--- src/rtl/crc32_regblock.sv ---
module crc32_regblock #(
  parameter int          ADDR_W   = 5,
  parameter logic [31:0] INIT_RST = 32'hFFFF_FFFF,
  parameter logic [31:0] POLY_RST = 32'h04C1_1DB7
) (
  input  logic              clk,
  input  logic              rst_n,
  input  logic              bus_wr,
  input  logic              bus_rd,
  input  logic [ADDR_W-1:0] bus_addr,
  input  logic [31:0]       bus_wdata,
  input  logic [3:0]        bus_be,
  output logic [31:0]       bus_rdata
);

  localparam logic [ADDR_W-1:0] A_DATA = ADDR_W'(5'h00);
  localparam logic [ADDR_W-1:0] A_CTRL = ADDR_W'(5'h08);
  localparam logic [ADDR_W-1:0] A_SEED = ADDR_W'(5'h10);
  localparam logic [ADDR_W-1:0] A_POLY = ADDR_W'(5'h14);

  logic [31:0] acc_q, seed_q, poly_q;
  logic [31:1] ctrl_q;

  function automatic logic [31:0] rev32(input logic [31:0] v);
    logic [31:0] r;
    for (int i = 0; i < 32; i++) r[i] = v[31-i];
    return r;
  endfunction

  function automatic logic [7:0] rev8(input logic [7:0] v);
    logic [7:0] r;
    for (int i = 0; i < 8; i++) r[i] = v[7-i];
    return r;
  endfunction

  function automatic logic [31:0] feed(input logic [31:0] c, input logic [31:0] d,
                                       input logic nbyte, input logic [31:0] p);
    logic [31:0] r;
    logic        fb;
    r = c;
    for (int i = 31; i >= 0; i--) begin
      if (!nbyte || i >= 24) begin
        fb = r[31] ^ d[i];
        r  = {r[30:0], 1'b0} ^ (fb ? p : 32'h0);
      end
    end
    return r;
  endfunction

  wire [1:0] in_mode  = ctrl_q[6:5];
  wire       out_flip = ctrl_q[7];

  logic [7:0]  lane_byte;
  logic        byte_ok;
  logic [31:0] word_in;

  always_comb begin
    byte_ok   = 1'b1;
    lane_byte = bus_wdata[7:0];
    unique case (bus_be)
      4'b0001: lane_byte = bus_wdata[7:0];
      4'b0010: lane_byte = bus_wdata[15:8];
      4'b0100: lane_byte = bus_wdata[23:16];
      4'b1000: lane_byte = bus_wdata[31:24];
      default: byte_ok = 1'b0;
    endcase
  end

  always_comb begin
    case (in_mode)
      2'b11:   word_in = rev32(bus_wdata);
      2'b01:   word_in = {rev8(bus_wdata[31:24]), rev8(bus_wdata[23:16]),
                          rev8(bus_wdata[15:8]),  rev8(bus_wdata[7:0])};
      default: word_in = bus_wdata;
    endcase
  end

  wire [7:0]  byte_in  = in_mode[0] ? rev8(lane_byte) : lane_byte;
  wire [31:0] acc_word = feed(acc_q, word_in, 1'b0, poly_q);
  wire [31:0] acc_byte = feed(acc_q, {byte_in, 24'h0}, 1'b1, poly_q);

  always_ff @(posedge clk or negedge rst_n) begin
    if (!rst_n) begin
      acc_q  <= INIT_RST;
      seed_q <= INIT_RST;
      poly_q <= POLY_RST;
      ctrl_q <= '0;
    end else if (bus_wr) begin
      case (bus_addr)
        A_DATA: begin
          if (bus_be == 4'b1111) acc_q <= acc_word;
          else if (byte_ok)      acc_q <= acc_byte;
        end
        A_CTRL: begin
          ctrl_q <= bus_wdata[31:1];
          if (bus_wdata[0]) acc_q <= seed_q;
        end
        A_SEED: seed_q <= bus_wdata;
        A_POLY: poly_q <= bus_wdata;
        default: ;
      endcase
    end
  end

  always_comb begin
    bus_rdata = 32'h0;
    if (bus_rd) begin
      case (bus_addr)
        A_DATA:  bus_rdata = out_flip ? rev32(acc_q) : acc_q;
        A_CTRL:  bus_rdata = {ctrl_q, 1'b0};
        A_SEED:  bus_rdata = seed_q;
        A_POLY:  bus_rdata = poly_q;
        default: bus_rdata = 32'h0;
      endcase
    end
  end

  wire mapped = (bus_addr == A_DATA) || (bus_addr == A_CTRL) ||
                (bus_addr == A_SEED) || (bus_addr == A_POLY);


  seed_load_chk: assert property (@(posedge clk) disable iff (!rst_n)
    (bus_wr && bus_addr == A_CTRL && bus_wdata[0]) |=> (acc_q == $past(seed_q)));


  ctrl_bit0_chk: assert property (@(posedge clk) disable iff (!rst_n)
    (bus_rd && bus_addr == A_CTRL) |-> (bus_rdata[0] == 1'b0));


  unmapped_write_chk: assert property (@(posedge clk) disable iff (!rst_n)
    (bus_wr && !mapped) |=> ($stable(acc_q) && $stable(seed_q) &&
                             $stable(poly_q) && $stable(ctrl_q)));


  unmapped_read_chk: assert property (@(posedge clk) disable iff (!rst_n)
    (bus_rd && !mapped) |-> (bus_rdata == 32'h0));


  read_keeps_acc_chk: assert property (@(posedge clk) disable iff (!rst_n)
    (bus_rd && !bus_wr) |=> $stable(acc_q));


  mode_keeps_acc_chk: assert property (@(posedge clk) disable iff (!rst_n)
    (bus_wr && bus_addr == A_CTRL && !bus_wdata[0]) |=> $stable(acc_q));

endmodule

--- config.mk ---
export PLATFORM = sky130hd
export DESIGN_NAME = crc32_regblock
export DESIGN_NICKNAME = d
export VERILOG_FILES = /design/src/rtl/crc32_regblock.sv
export SDC_FILE = /design/constraint.sdc
export NUM_CORES = 2
export LEC_CHECK = 0
export CORE_ASPECT_RATIO = 0.8
export CORE_MARGIN = 1.5
export CORE_UTILIZATION = 30
export CTS_CLUSTER_SIZE = 40
export DETAILED_ROUTE_END_ITERATION = 16
export DONT_BUFFER_PORTS = 1
export SYNTH_ARGS = -nofsm -noshare
export SYNTH_HDL_FRONTEND = slang
export SYNTH_SLANG_ARGS = --single-unit
export TNS_END_PERCENT = 5
--- constraint.sdc ---
create_clock -name clk -period 13 [get_ports clk]
set_input_delay 2.6 -clock clk [delete_from_list [all_inputs] [get_ports clk]]
set_output_delay 2.6 -clock clk [all_outputs]
set_load 0.01 [all_outputs]
==> run metrics <==
count of cell types in the netlist=115; drt total wl=127000 um; EDFF count, synth=0; Final Cycle Share=1.16; setup TNS=-59.90 ns; initial drt markers=4324; clock latency on the worst-skew pair=0.46 ns; #FFs+latches synth=127; Crit. End Element=flop; YS warnings=0; critical setup path kind=primary input to flop; average footprint of a synthesized cell=6.95 um^2; first-pass GRT wire length=191000 um; vias per std cell=5.70; # IOs=77; CTS H-tree depth=4; clock-pin slew on the worst setup and hold paths=0.07 ns; cts hold-fix bufs=0; Max Clock Skew=0.0132 ns; core area=98800 um^2; hold path depth=2; number of global-route vias before repair=30200; Largest stage delay, worst path=0.52 ns; Final Cell Area=35700 um^2; hold path start=seed_q[17]$_DFFE_PN1P_; Hold Path Sink=acc_q[17]$_DFFE_PN1P_; RSZ-0062 raised after global routing=yes; Synth Cell Area=30000 um^2; Max Root-Sink Buffers=2; Starting Density=0.303; Worst path most repeated cell=buf_4; detailed placement HPWL=89700 um; crit-path max FO=12; Critical Path Source Type=primary input; net count after synthesis=4363; pre-CTS WS=-2.72 ns; final setup margin=-2.02 ns; GPL Wtd Cong=0.927; slew at the pin closest to its max-slew limit=1.24 ns; Cell Area, Placed=34300 um^2; Reg area=3300 um^2; worst reg-to-reg path cell count=56; status=finished, violations left; Layout Nets=4492; GR Overflow Total=0; Slew Viols, Final=0; total track usage=0.239; # fillers=10300; drt first pass iters=6; Critical Path AT=15.36 ns; r2r endpoint=acc_q[29]$_DFFE_PN1P_; Die Height=286 um; worst hold path type=flop to flop; vias=32900; Tmin final=15.02 ns; CTS root buffer=clkbuf_16; Peak Freq=0.0666 GHz; critical path's top delay family=compound AO/OA/AOI/OAI gates; residual DRC count=0; TritonCTS clock tree=done; synthesis-to-layout area growth=19.0%; multi-input logic area=25900 um^2; final hold violation count=0; failing checks=negative setup slack; CTS Buf Count=17; total of max-cap violations=0; Async S/R FF share, synth=1.00; final setup fails=32; Slowest-stage cell, CP=or4_4; Rows=103; antenna violations before repair=3; DIE AREA=102000 um^2; required time of the critical path=13.34 ns; DR WL/cell=21.9 um; remaining antenna violation count=0; R2R Setup Slk=-0.42 ns; Top FF cell, synth=dfstp_2; worst rel slew slack=0.161; Buf+Inv Stages, Crit Path=9; Clock Sinks=127; IO Port Bufs=0; sequential fraction of the synthesis area=0.109; largest net degree at the start of global routing=128; reg2reg start=acc_q[30]$_DFFE_PN1P_; share of cells above drive strength 1=0.227; Synth Instances=4318; die width=357 um
registers in the layout, summed over array words and instances (netlist names):
register  flops
acc_q        32
poly_q       32
seed_q       32
ctrl_q       31
cell usage in the layout (no fill, tap or decap), types with 53 or more instances in the layout:
master | netlist | layout
o22ai_1 | 71 | 69
dfstp_2 | 78 | 78
a22oi_1 | 74 | 70
mux2_2 | 127 | 126
nor2_1 | 187 | 174
mux2i_1 | 58 | 53
xnor2_1 | 989 | 963
a32oi_1 | 74 | 74
nand3_1 | 54 | 53
nand2_1 | 1041 | 1035
buf_4 | 6 | 533
a21oi_1 | 254 | 241
o21ai_0 | 153 | 148
worst max-delay path by stage:
stage	start	endpoint	slack, ns	depth (start not counted)
finish	bus_wdata[25]	acc_q[29]$_DFFE_PN1P_	-2.02	56
global route	bus_wdata[25]	acc_q[29]$_DFFE_PN1P_	-2.57	58
CTS	bus_wdata[0]	acc_q[9]$_DFFE_PN1P_	-1.79	55
detailed placement	bus_wdata[0]	acc_q[29]$_DFFE_PN1P_	-2.72	58
global placement	bus_wdata[0]	acc_q[29]$_DFFE_PN1P_	-2.51	58
floorplan	bus_wdata[25]	acc_q[24]$_DFFE_PN1P_	-1.88	54
timing repair:
item                                    CTS  global route
endpoints found under the setup margin   32            32
hold endpoints to repair                  0             0
gates cloned                              0             1
setup buffers                            10             9
gates resized for setup                  64            56
pin swaps                                30            19
kinds of logic (layout without fill, tap and decap cells):
| logic type | Yosys count | in the layout | share of synthesized area |
|---|---|---|---|
| simple gates | 1480 | 1480 | 0.206 |
| xor+xnor | 1082 | 1082 | 0.331 |
| compound gates | 984 | 984 | 0.224 |
| buf+inv | 455 | 597 | 0.0601 |
| mux | 190 | 190 | 0.0694 |
| flops | 127 | 127 | 0.109 |
| other cells | 0 | 3 | 0 |
Yosys cell counts, types with 11 or more instances:
cell type / n / area [um^2]
nand2_1: 1041 / 3910
xnor2_1: 989 / 8660
clkbuf_1: 276 / 1040
a21oi_1: 254 / 1270
nor2_1: 187 / 702
o21ai_0: 153 / 766
mux2_2: 127 / 1430
buf_1: 111 / 417
dfstp_2: 78 / 2050
a22oi_1: 74 / 556
a32oi_1: 74 / 648
o22ai_1: 71 / 444
mux2i_1: 58 / 581
xor2_1: 56 / 490
nand3_1: 54 / 270
nor3_1: 53 / 265
a211oi_1: 49 / 368
dfrtp_1: 49 / 1230
buf_2: 33 / 165
o211ai_1: 31 / 233
a31oi_1: 30 / 188
xnor3_1: 24 / 541
inv_1: 21 / 78.8
o21ai_1: 21 / 105
and3_1: 18 / 113
o21a_1: 17 / 128
a211o_1: 15 / 131
nand4_1: 15 / 93.8
and2_1: 14 / 87.6
a21o_1: 13 / 97.6
nor3b_1: 13 / 97.6
nor4_1: 13 / 81.3
or3_1: 11 / 68.8
final cells by class:
| cell class | instances | area share |
|---|---|---|
| Clock inverter | 13 | 0.00459 |
| Sequential cell | 127 | 0.0925 |
| Timing Repair Buffer | 540 | 0.115 |
| Inverter | 25 | 0.00263 |
| Multi-Input combinational cell | 3736 | 0.726 |
| Clock buffer | 19 | 0.0127 |
| Tap cell | 1312 | 0.0460 |
| Antenna cell | 3 | 0.000210 |
stage by stage:
step	util	hold WS (ns)	std cells
final	0.361	0.498	5775
after global routing	0.361	0.517	5772
after CTS	0.357	0.496	5762
after detailed placement	0.347	0.487	5720
after global placement	0.347	0.485	5720
after floorplan	-	0.470	4318
worst reg2reg max path, delay by kind of cell (launching register included):
| kind | cells | cell delay [ns] |
|---|---|---|
| flip-flops | 1 | 0.58 |
| multiplexers | 1 | 0.35 |
| AO/OA/AOI/OAI | 26 | 6.40 |
| AND/OR/NAND/NOR | 16 | 3.89 |
| buffers and inverters | 9 | 1.38 |
| XOR/XNOR | 4 | 0.67 |
metal layers:
layer	global-route usage	routed length (um)	vias up
li1	-	-	15000
met1	0.347	55300	15700
met2	0.346	52600	1846
met3	0.0522	14100	312
met4	0.0785	4650	2
met5	0	13	-
Power is left out: the tool's default activity adds up to more than one toggle a clock period on the data nets, which glitch-free logic cannot reach.
